[config.mk]
export PLATFORM = sky130hd
export DESIGN_NAME = irq_aggregator
export DESIGN_NICKNAME = d
export VERILOG_FILES = /design/src/rtl/irq_agg_pkg.sv /design/src/rtl/irq_sync_bank.sv /design/src/rtl/irq_soft_reg.sv /design/src/rtl/irq_guard_fsm.sv /design/src/rtl/irq_nmi_route.sv /design/src/rtl/irq_aggregator.sv
export SDC_FILE = /design/constraint.sdc
export NUM_CORES = 1
export LEC_CHECK = 0
export ABC_AREA = 1
export BUFFER_PORTS_ARGS = -buffer_cell sky130_fd_sc_hd__clkbuf_2
export CAP_MARGIN = 20
export CORE_UTILIZATION = 40
export DETAILED_ROUTE_END_ITERATION = 8
export PLACE_DENSITY = 0.65
export RECOVER_POWER = 100
export SYNTH_ARGS = -nofsm -noshare
export SYNTH_HDL_FRONTEND = slang
export SYNTH_SLANG_ARGS = --single-unit
[constraint.sdc]
create_clock -name clk -period 2 [get_ports clk]
set_input_delay 0.3 -clock clk [delete_from_list [all_inputs] [get_ports clk]]
set_output_delay 0.3 -clock clk [all_outputs]
set_load 0.02 [all_outputs]
[src/rtl/irq_agg_pkg.sv]
package irq_agg_pkg;
  localparam int unsigned BUS_W = 32;
  localparam logic [7:0] KEY_A = 8'h59;
  localparam logic [7:0] KEY_B = 8'h16;
  localparam logic [7:0] KEY_C = 8'h88;
  localparam int unsigned OFS_ROUTE = 'h80;
  localparam int unsigned OFS_SOFT  = 'h84;
  localparam int unsigned OFS_GUARD = 'h100;
  localparam int unsigned EN_BIT    = 8;

  typedef enum logic [1:0] {
    GS_IDLE = 2'd0,
    GS_KEY1 = 2'd1,
    GS_KEY2 = 2'd2,
    GS_OPEN = 2'd3
  } guard_st_e;
endpackage

[src/rtl/irq_sync_bank.sv]
module irq_sync_bank #(
  parameter int unsigned WIDTH  = 32,
  parameter int unsigned STAGES = 2
) (
  input  logic             clk,
  input  logic             rst_n,
  input  logic [WIDTH-1:0] async_in,
  output logic [WIDTH-1:0] sync_out
);
  logic [WIDTH-1:0] chain [STAGES];

  genvar s;
  generate
    for (s = 0; s < STAGES; s++) begin : g_stage
      if (s == 0) begin : g_first
        always_ff @(posedge clk or negedge rst_n) begin
          if (!rst_n) chain[0] <= '0;
          else        chain[0] <= async_in;
        end
      end else begin : g_next
        always_ff @(posedge clk or negedge rst_n) begin
          if (!rst_n) chain[s] <= '0;
          else        chain[s] <= chain[s-1];
        end
      end
    end
  endgenerate

  assign sync_out = chain[STAGES-1];
endmodule

[src/rtl/irq_soft_reg.sv]
module irq_soft_reg #(
  parameter int unsigned WIDTH = 32
) (
  input  logic             clk,
  input  logic             rst_n,
  input  logic             we,
  input  logic [WIDTH-1:0] wdata,
  output logic [WIDTH-1:0] q
);
  genvar b;
  generate
    for (b = 0; b < WIDTH; b++) begin : g_bit
      always_ff @(posedge clk or negedge rst_n) begin
        if (!rst_n)                 q[b] <= 1'b0;
        else if (we && wdata[b])    q[b] <= ~q[b];
      end
    end
  endgenerate

  // bits written with 0 keep their value across a write
  p_zero_keeps_r3: assert property (@(posedge clk) disable iff (!rst_n)
    we |=> ((q & ~$past(wdata)) == ($past(q) & ~$past(wdata))));
  // without a write the register holds
  p_idle_holds_r3: assert property (@(posedge clk) disable iff (!rst_n)
    !we |=> $stable(q));
endmodule

[src/rtl/irq_guard_fsm.sv]
module irq_guard_fsm
  import irq_agg_pkg::*;
(
  input  logic       clk,
  input  logic       rst_n,
  input  logic       wr,
  input  logic [7:0] wbyte,
  output logic       unlocked
);
  guard_st_e st_q, st_d;

  always_comb begin
    st_d = st_q;
    if (wr) begin
      unique case (st_q)
        GS_IDLE: st_d = (wbyte == KEY_A) ? GS_KEY1 : GS_IDLE;
        GS_KEY1: st_d = (wbyte == KEY_B) ? GS_KEY2 :
                        (wbyte == KEY_A) ? GS_KEY1 : GS_IDLE;
        GS_KEY2: st_d = (wbyte == KEY_C) ? GS_OPEN :
                        (wbyte == KEY_A) ? GS_KEY1 : GS_IDLE;
        GS_OPEN: st_d = (wbyte == KEY_A) ? GS_KEY1 : GS_IDLE;
        default: st_d = GS_IDLE;
      endcase
    end
  end

  always_ff @(posedge clk or negedge rst_n) begin
    if (!rst_n) st_q <= GS_IDLE;
    else        st_q <= st_d;
  end

  assign unlocked = (st_q == GS_OPEN);

  // opening only follows a write of the final key byte
  p_open_on_key_r6: assert property (@(posedge clk) disable iff (!rst_n)
    $rose(unlocked) |-> $past(wr && (wbyte == KEY_C)));
  // any guard write while open closes it
  p_write_closes_r7: assert property (@(posedge clk) disable iff (!rst_n)
    (unlocked && wr) |=> !unlocked);
endmodule

[src/rtl/irq_nmi_route.sv]
module irq_nmi_route #(
  parameter int unsigned WIDTH = 32,
  parameter int unsigned SEL_W = $clog2(WIDTH)
) (
  input  logic             clk,
  input  logic             rst_n,
  input  logic             sel_we,
  input  logic [SEL_W-1:0] sel_wdata,
  input  logic             en_we,
  input  logic             en_wdata,
  input  logic [WIDTH-1:0] irq_vec,
  output logic [SEL_W-1:0] sel_q,
  output logic             en_q,
  output logic             nmi
);
  always_ff @(posedge clk or negedge rst_n) begin
    if (!rst_n) begin
      sel_q <= '0;
      en_q  <= 1'b0;
    end else begin
      if (sel_we) sel_q <= sel_wdata;
      if (en_we)  en_q  <= en_wdata;
    end
  end

  assign nmi = en_q & irq_vec[sel_q];
endmodule

[src/rtl/irq_aggregator.sv]
module irq_aggregator
  import irq_agg_pkg::*;
#(
  parameter int unsigned NUM_IRQ     = 32,
  parameter int unsigned SYNC_STAGES = 2,
  parameter int unsigned ADDR_W      = 12
) (
  input  logic               clk,
  input  logic               rst_n,
  input  logic [NUM_IRQ-1:0] irq_in,
  input  logic               cmd_valid,
  output logic               cmd_ready,
  input  logic               cmd_write,
  input  logic [ADDR_W-1:0]  cmd_addr,
  input  logic [BUS_W-1:0]   cmd_wdata,
  output logic               rsp_valid,
  input  logic               rsp_ready,
  output logic [BUS_W-1:0]   rsp_rdata,
  output logic [NUM_IRQ-1:0] irq_out,
  output logic               nmi_out
);
  localparam int unsigned SEL_W  = $clog2(NUM_IRQ);
  localparam int unsigned WORD_W = ADDR_W - 2;
  localparam logic [WORD_W-1:0] W_ROUTE = WORD_W'(OFS_ROUTE / 4);
  localparam logic [WORD_W-1:0] W_SOFT  = WORD_W'(OFS_SOFT / 4);
  localparam logic [WORD_W-1:0] W_GUARD = WORD_W'(OFS_GUARD / 4);
  localparam logic [WORD_W-1:0] W_IDMAX = WORD_W'(NUM_IRQ);

  logic [NUM_IRQ-1:0] sync_vec, soft_vec;
  logic [SEL_W-1:0]   route_sel;
  logic               route_en, unlocked;
  logic               accept, wr_acc;
  logic [WORD_W-1:0]  word;
  logic               aligned, hit_id, hit_route, hit_soft, hit_guard;
  logic [SEL_W-1:0]   id_idx;
  logic [BUS_W-1:0]   rd_data;
  logic               rsp_valid_q;
  logic [BUS_W-1:0]   rsp_rdata_q;

  // Port handshake: one transaction outstanding at most
  assign cmd_ready = !rsp_valid_q || rsp_ready;
  assign accept    = cmd_valid && cmd_ready;
  assign wr_acc    = accept && cmd_write;

  // Address decode
  assign aligned   = (cmd_addr[1:0] == 2'b00);
  assign word      = cmd_addr[ADDR_W-1:2];
  assign hit_id    = aligned && (word < W_IDMAX);
  assign hit_route = aligned && (word == W_ROUTE);
  assign hit_soft  = aligned && (word == W_SOFT);
  assign hit_guard = aligned && (word == W_GUARD);
  assign id_idx    = word[SEL_W-1:0];

  irq_sync_bank #(.WIDTH(NUM_IRQ), .STAGES(SYNC_STAGES)) u_sync (
    .clk      (clk),
    .rst_n    (rst_n),
    .async_in (irq_in),
    .sync_out (sync_vec)
  );

  irq_soft_reg #(.WIDTH(NUM_IRQ)) u_soft (
    .clk   (clk),
    .rst_n (rst_n),
    .we    (wr_acc && hit_soft),
    .wdata (cmd_wdata[NUM_IRQ-1:0]),
    .q     (soft_vec)
  );

  irq_guard_fsm u_guard (
    .clk      (clk),
    .rst_n    (rst_n),
    .wr       (wr_acc && hit_guard),
    .wbyte    (cmd_wdata[7:0]),
    .unlocked (unlocked)
  );

  assign irq_out = sync_vec | soft_vec;

  irq_nmi_route #(.WIDTH(NUM_IRQ), .SEL_W(SEL_W)) u_route (
    .clk       (clk),
    .rst_n     (rst_n),
    .sel_we    (wr_acc && hit_route),
    .sel_wdata (cmd_wdata[SEL_W-1:0]),
    .en_we     (wr_acc && hit_route && unlocked),
    .en_wdata  (cmd_wdata[EN_BIT]),
    .irq_vec   (irq_out),
    .sel_q     (route_sel),
    .en_q      (route_en),
    .nmi       (nmi_out)
  );

  // Read mux
  always_comb begin
    rd_data = '0;
    if (hit_id) begin
      rd_data[0] = sync_vec[id_idx];
      rd_data[1] = soft_vec[id_idx];
      rd_data[2] = route_en && (route_sel == id_idx);
    end else if (hit_route) begin
      rd_data[SEL_W-1:0] = route_sel;
      rd_data[EN_BIT]    = route_en;
    end else if (hit_soft) begin
      rd_data[NUM_IRQ-1:0] = soft_vec;
    end else if (hit_guard) begin
      rd_data[0] = unlocked;
    end
  end

  // Response register
  always_ff @(posedge clk or negedge rst_n) begin
    if (!rst_n) begin
      rsp_valid_q <= 1'b0;
      rsp_rdata_q <= '0;
    end else if (accept) begin
      rsp_valid_q <= 1'b1;
      rsp_rdata_q <= cmd_write ? '0 : rd_data;
    end else if (rsp_ready) begin
      rsp_valid_q <= 1'b0;
    end
  end

  assign rsp_valid = rsp_valid_q;
  assign rsp_rdata = rsp_rdata_q;

  // a stalled response keeps its beat
  p_rsp_hold_r11: assert property (@(posedge clk) disable iff (!rst_n)
    (rsp_valid && !rsp_ready) |=> (rsp_valid && $stable(rsp_rdata)));
  // the enable only moves after a write made while open
  p_en_guarded_r5: assert property (@(posedge clk) disable iff (!rst_n)
    (route_en != $past(route_en)) |-> $past(unlocked && wr_acc && hit_route));
  // the NMI follows the routed vector bit under the enable
  p_nmi_route_r8: assert property (@(posedge clk) disable iff (!rst_n)
    nmi_out == (route_en && irq_out[route_sel]));
  // writes that miss the software register leave it alone
  p_unmapped_r10: assert property (@(posedge clk) disable iff (!rst_n)
    (wr_acc && !hit_soft) |=> $stable(soft_vec));
endmodule

==> flow_summary.yaml, run 1 <==
placement:
  dp.final_hpwl_um: 13130
  gp_congestion: 0.9304
  place_inst: 1056
  place_area_um2: 7249
  place_ws_ns: 0.2125
  io_buffers: 147
pwr:
  switching_power_uw: 1447
  netSwitchingFraction: 0.2181
  power.internal_uw: 5186
  ir_worst_vdd_uv: 540.5
  p_leak_uw: 0.004301
  combPwrFrac: 0.074
  pwr-share-clk: 0.494
  p_seq_frac: 0.433
  power_density_nw_per_um2: 780.3
  power_uw: 6633
status:
  status: "finished, violations left"
  violations: "DRC, setup timing"
yosys:
  syn_inst: 714
  ys_ff_latch: 137
  syn_avg_cell_area_um2: 8.553
  ys_seq_area_frac: 0.5614
  syn-cell-area_um2: 6107
  yosysWarnings: 0
  ys_types: 32
  synth_nets: 798
routing:
  ant_nets: 0
  routed_via_density: 4.930
  vias: 5600
  drtIter0Drc: 509
  postRouteWirelength_um: 18200
  wl_per_cell_um: 16.02
  drt-pass1-iter-count: 7
  drcViolationCount: 10
clock_network:
  ctsHtreeMaxLevel: 4
  cts-root-buf: "clkbuf_16"
  clk_latency_ns: 0.42
  cts_tree: "built"
  cts_buffer_depth: 2
  cts_made_buffers: 17
  clock-sinks: 137
  path_clk_slew_ns: 0.05
final_layout:
  layout.cells.non_filler: 1136
  nets: 1024
  final_cell_mix: "nand2_1 (223), dfrtp_1 (130), clkbuf_2 (108)"
  final_common_cell: "nand2_1"
  drive_above_1_share: 0.2836
  fin_area_um2: 8501
  diodes: 0
  syn2layout_area_growth_pct: 39.19
floorplan:
  die_w_um: 125.6
  ioPinCount: 148
  core_um2: 14700
  die_area_um2: 15770
  die_h_um: 125.6
  start_util: 0.4155
  num_rows: 44
sta:
  tightestPinTransition_ns: 0.7779
  hold_viol_final: 0
  slew_viol_final: 0
  rsz0062_at_grt: "yes"
  fin_crit_sh: 1.056
  setup_ws_ns: -0.1121
  setup_viol: 1
  tns_ns: -0.1121
  finalCriticalPeriod_ns: 2.112
  clock-skew-final_ns: 0.008216
  relSlewSlack: 0.4814
  fmax_mhz: 473.5
critical_path:
  critPathKind: "reg -> out"
  required_ns: 1.70
  worstPathCellList: "clkinv_2 > buf_8 > nand2_1 > nand3_2 > nand3_2 > nand3_2 > nand2_2 > nand2_2 > nand2_2 > nor2_4 > buf_8"
  cp_max_fo: 8
  cpMaxStageDelayCell: "dfrtp_1"
  cp-start-kind: "flip-flop"
  crit_arrival_ns: 1.81
  end_kind: "output port"
  max_stage_delay_ns: 0.41
grt:
  antenna_found_initial: 0
  grt_use_total: 0.2439
  grt_pass1_vias: 5501
  grt_pass1_wl_um: 28780
  overflow: 0
  grt_max_degree: 50
hold_path:
  hp-class: "in -> reg"
flow_run:
  drv_cap: 0
[cells in the mapped netlist]
cell	number	area [um2]
nand2_1	237	889.6
dfrtp_1	137	3428
inv_1	67	251.5
nand3_1	61	305.3
o21ai_0	49	245.2
nor2_1	45	168.9
xor2_1	21	183.9
a21oi_1	12	60.06
clkbuf_1	12	45.04
or2_2	12	75.07
xnor2_1	11	96.34
buf_2	8	40.04
nor3_1	5	25.02
buf_6	4	45.04
ha_1	3	37.54
inv_2	3	11.26
nor2_2	3	18.77
o22ai_1	3	18.77
a31oi_1	2	12.51
buf_4	2	15.01
clkinv_1	2	7.510
nand4_1	2	12.51
nor2_4	2	22.52
nor3_2	2	20.02
nor4_1	2	12.51
a22oi_1	1	7.510
and3_1	1	6.260
nand3_2	1	10.01
nand4_2	1	12.51
o21bai_1	1	7.510
o221ai_1	1	8.760
or3_1	1	6.260
[layout make-up]
cell class	instances	area [um2]
fill	1339	6198
sequential	137	3437
multi-input combinational	479	2461
timing repair buffer	233	1470
clock buffer	20	456.7
inverter	72	275.3
tap	184	230.2
clock inverter	11	170.2
[worst max-delay path: cells and delay by family (launching register included)]
kind	cells	cell delay [ns]
simple gates	8	0.63
flops	1	0.41
buf+inv	3	0.35
[registers in the layout, indices dropped and copies added (netlist names)]
register	cells
rsp_rdata	32
rsp_valid	1
u_guard.st_q	2
u_route.en_q	1
u_route.sel_q	5
u_soft.q	32
u_sync.chain	32
u_sync.sync_out	32
[metal layers]
metal / vias up / track usage / share of wire
met5: - / 0 / 0
met4: 0 / 0.08824 / 0.017
met3: 30 / 0.05734 / 0.078
met2: 250 / 0.3670 / 0.45
met1: 2631 / 0.3436 / 0.45
li1: 2689 / - / -
[cells by family (layout without fill, tap and decap cells)]
kind of cell | count (synthesis) | in the layout | share of synthesized area
compound gates | 69 | 69 | 0.05901
xor+xnor | 32 | 32 | 0.04589
fa+ha+maj | 3 | 3 | 0.006147
buf+inv | 98 | 336 | 0.06802
flops | 137 | 137 | 0.5614
simple gates | 375 | 375 | 0.2596
[per-stage QoR]
stage | util | hold slack [ns]
after floorplan | - | 0.004409
after global placement | 0.4932 | 0.2076
after detailed placement | 0.4932 | 0.2055
after CTS | 0.5730 | 0.1044
after global routing | 0.5783 | 0.1250
final | 0.5783 | 0.1271
[repair_timing]
action | CTS | global route
setup endpoints to repair | 1 | 1
endpoints found under the hold margin | 62 | 0
hold buffers | 33 | 0
pin swaps | 16 | 14
setup buffers | 11 | 5
gates resized for setup | 37 | 41
[power by group through the flow]
stage / Sequential, uW / Clock [uW] / Combinational (uW)
2_1_floorplan: 2910 / 0 / 189
3_5_place_dp: 2920 / 0 / 433
3_3_place_gp: 2920 / 0 / 436
4_1_cts: 2870 / 3340 / 492
5_1_grt: 2870 / 3460 / 542
6_report: 2870 / 3270 / 490
[path summary, 6_finish.rpt]
path | from | end | slack (ns) | cells past startpoint
setup / recovery | u_route.sel_q[0] | nmi_out | -0.11 | 11
hold / removal | cmd_wdata[10] | u_soft.q[10] | 0.13 | 3
setup reg to reg | rsp_valid | u_soft.q[1] | 0.36 | 8
hold reg to reg | u_sync.chain[62] | u_sync.sync_out[30] | 0.34 | 0
max in group asynchronous | rst_n | u_soft.q[8] | 0.28 | 3
min in group asynchronous | rst_n | u_sync.chain[63] | 0.50 | 2
Note: power is estimated with default switching activity, not from simulation.
==> run 2: changes to the inputs <==
--- a/config.mk
+++ b/config.mk
@@ -11,7 +11,6 @@
 export CORE_UTILIZATION = 40
 export DETAILED_ROUTE_END_ITERATION = 8
 export PLACE_DENSITY = 0.65
-export RECOVER_POWER = 100
 export SYNTH_ARGS = -nofsm -noshare
 export SYNTH_HDL_FRONTEND = slang
 export SYNTH_SLANG_ARGS = --single-unit
==> run 2 against run 1 <==
- the flow still finishes with violations (DRC, setup timing)
- global-route usage unchanged
- clock-buffer cell count unchanged
- largest cell class unchanged
- clock power about the same
- critical path depth down 3
- utilization up 0.59 points
- hold slack better by 0.0011 ns
- worst setup slack worse by 0.014 ns
- highest routed layer unchanged
- register-to-register slack about the same
- power up 0.21%
==> flow_summary.yaml, run 2 (same netlist as run 1, synthesis figures left out) <==
clock_network:
  cts_buffer_depth: 2
  cts-root-buf: "clkbuf_16"
  ctsHtreeMaxLevel: 4
  cts_tree: "built"
  cts_made_buffers: 17
  clk_latency_ns: 0.42
  clock-sinks: 137
  path_clk_slew_ns: 0.06
routing:
  drt-pass1-iter-count: 7
  routed_via_density: 4.920
  vias: 5589
  drtIter0Drc: 470
  wl_per_cell_um: 15.96
  postRouteWirelength_um: 18140
  ant_nets: 0
  drcViolationCount: 10
sta:
  slew_viol_final: 0
  clock-skew-final_ns: 0.008894
  hold_viol_final: 0
  setup_viol: 1
  tns_ns: -0.1260
  relSlewSlack: 0.6794
  setup_ws_ns: -0.1260
  fin_crit_sh: 1.063
  finalCriticalPeriod_ns: 2.126
  tightestPinTransition_ns: 0.4784
  fmax_mhz: 470.4
  rsz0062_at_grt: "yes"
placement:
  io_buffers: 147
  place_ws_ns: 0.2125
  place_inst: 1056
  gp_congestion: 0.9304
  dp.final_hpwl_um: 13130
pwr:
  combPwrFrac: 0.076
  power_density_nw_per_um2: 774.1
  ir_worst_vdd_uv: 539.9
  netSwitchingFraction: 0.2183
  pwr-share-clk: 0.493
  p_seq_frac: 0.432
  power.internal_uw: 5196
  p_leak_uw: 0.004445
  power_uw: 6647
  switching_power_uw: 1451
grt:
  grt_max_degree: 50
  grt_pass1_wl_um: 28780
  grt_use_total: 0.2439
  grt_pass1_vias: 5501
  antenna_found_initial: 0
  overflow: 0
status:
  violations: "DRC, setup timing"
  status: "finished, violations left"
critical_path:
  required_ns: 1.70
  reg2reg_depth: 8
  crit_arrival_ns: 1.83
  crit_path_end: "nmi_out"
  end_kind: "output port"
  critPathKind: "reg -> out"
  r2r_end: "u_soft.q[25]"
  cp_max_fo: 7
  cp-startpoint: "u_route.sel_q[2]"
  r2r-start: "rsp_valid"
  cp-start-kind: "flip-flop"
  ff2ff_setup_slack_ns: 0.37
final_layout:
  final_common_cell: "nand2_1"
  final_cell_mix: "nand2_1 (223), clkbuf_2 (145), dfrtp_1 (130)"
  syn2layout_area_growth_pct: 40.61
  diodes: 0
  nets: 1024
  drive_above_1_share: 0.3256
  layout.cells.non_filler: 1136
floorplan:
  core_um2: 14700
  start_util: 0.4155
  die_w_um: 125.6
  ioPinCount: 148
  die_area_um2: 15770
  num_rows: 44
  die_h_um: 125.6
flow_run:
  drv_cap: 0
hold_path:
  hp-class: "in -> reg"
  min_path_cells: 3
==> run 2: cell type report <==
class                   instances  area [um2]
inverters                      72       275.3
clock buffers                  20       456.7
repair buffers                233        1556
well taps                     184       230.2
clock inverters                11       170.2
fillers                      1311        6112
flip-flops and latches        137        3437
multi-input cells             479        2461
==> run 2: metal layers <==
metal	track usage	vias up	wire length, um
li1	-	2692	-
met1	0.3436	2616	7964
met2	0.3670	253	8183
met3	0.05734	28	1663
met4	0.08824	0	324
met5	0	-	0
==> run 2: timing repair <==
item | 4_1_cts | 5_1_grt
setup endpoints to repair | 1 | 1
pin swaps | 16 | 14
hold endpoints to repair | 62 | 0
setup buffers | 11 | 5
cloned | 0 | 0
hold buffers | 33 | 0
gates resized for setup | 37 | 41
==> run 2: how the worst min path moves through the flow <==
| stage | end | slack [ns] | from |
|---|---|---|---|
| 4_1_cts | u_soft.q[10] | 0.10 | cmd_wdata[10] |
| 3_3_place_gp | u_sync.chain[52] | 0.21 | rst_n |
| 3_5_place_dp | u_sync.chain[52] | 0.21 | rst_n |
| 2_1_floorplan | rsp_rdata[0] | 0.004 | rst_n |
| 5_1_grt | u_soft.q[14] | 0.12 | cmd_wdata[14] |
| 6_report | u_soft.q[14] | 0.13 | cmd_wdata[14] |
==> run 2: worst max-delay path, cell delays in order, from the launching register on <==
cell,delay [ns]
dfrtp_1,0.37
inv_1,0.34
nand3_2,0.14
nand3_2,0.10
nand2_2,0.07
nand2_2,0.07
nand2_2,0.07
nor2_4,0.12
buf_8,0.12
==> run 2: metrics by stage <==
step,util,area (um2),hold WS (ns)
floorplan,-,6107,0.004409
global placement,0.4932,7249,0.2076
detailed placement,0.4932,7249,0.2055
CTS,0.5730,8423,0.1044
global route,0.5842,8587,0.1250
finish,0.5842,8587,0.1282
==> run 2: power by group through the flow <==
stage	Clock (uW)	Combinational [uW]	Sequential [uW]
2_1_floorplan	0	189	2910
3_3_place_gp	0	436	2920
3_5_place_dp	0	433	2920
4_1_cts	3340	492	2870
5_1_grt	3460	554	2870
6_report	3280	502	2870
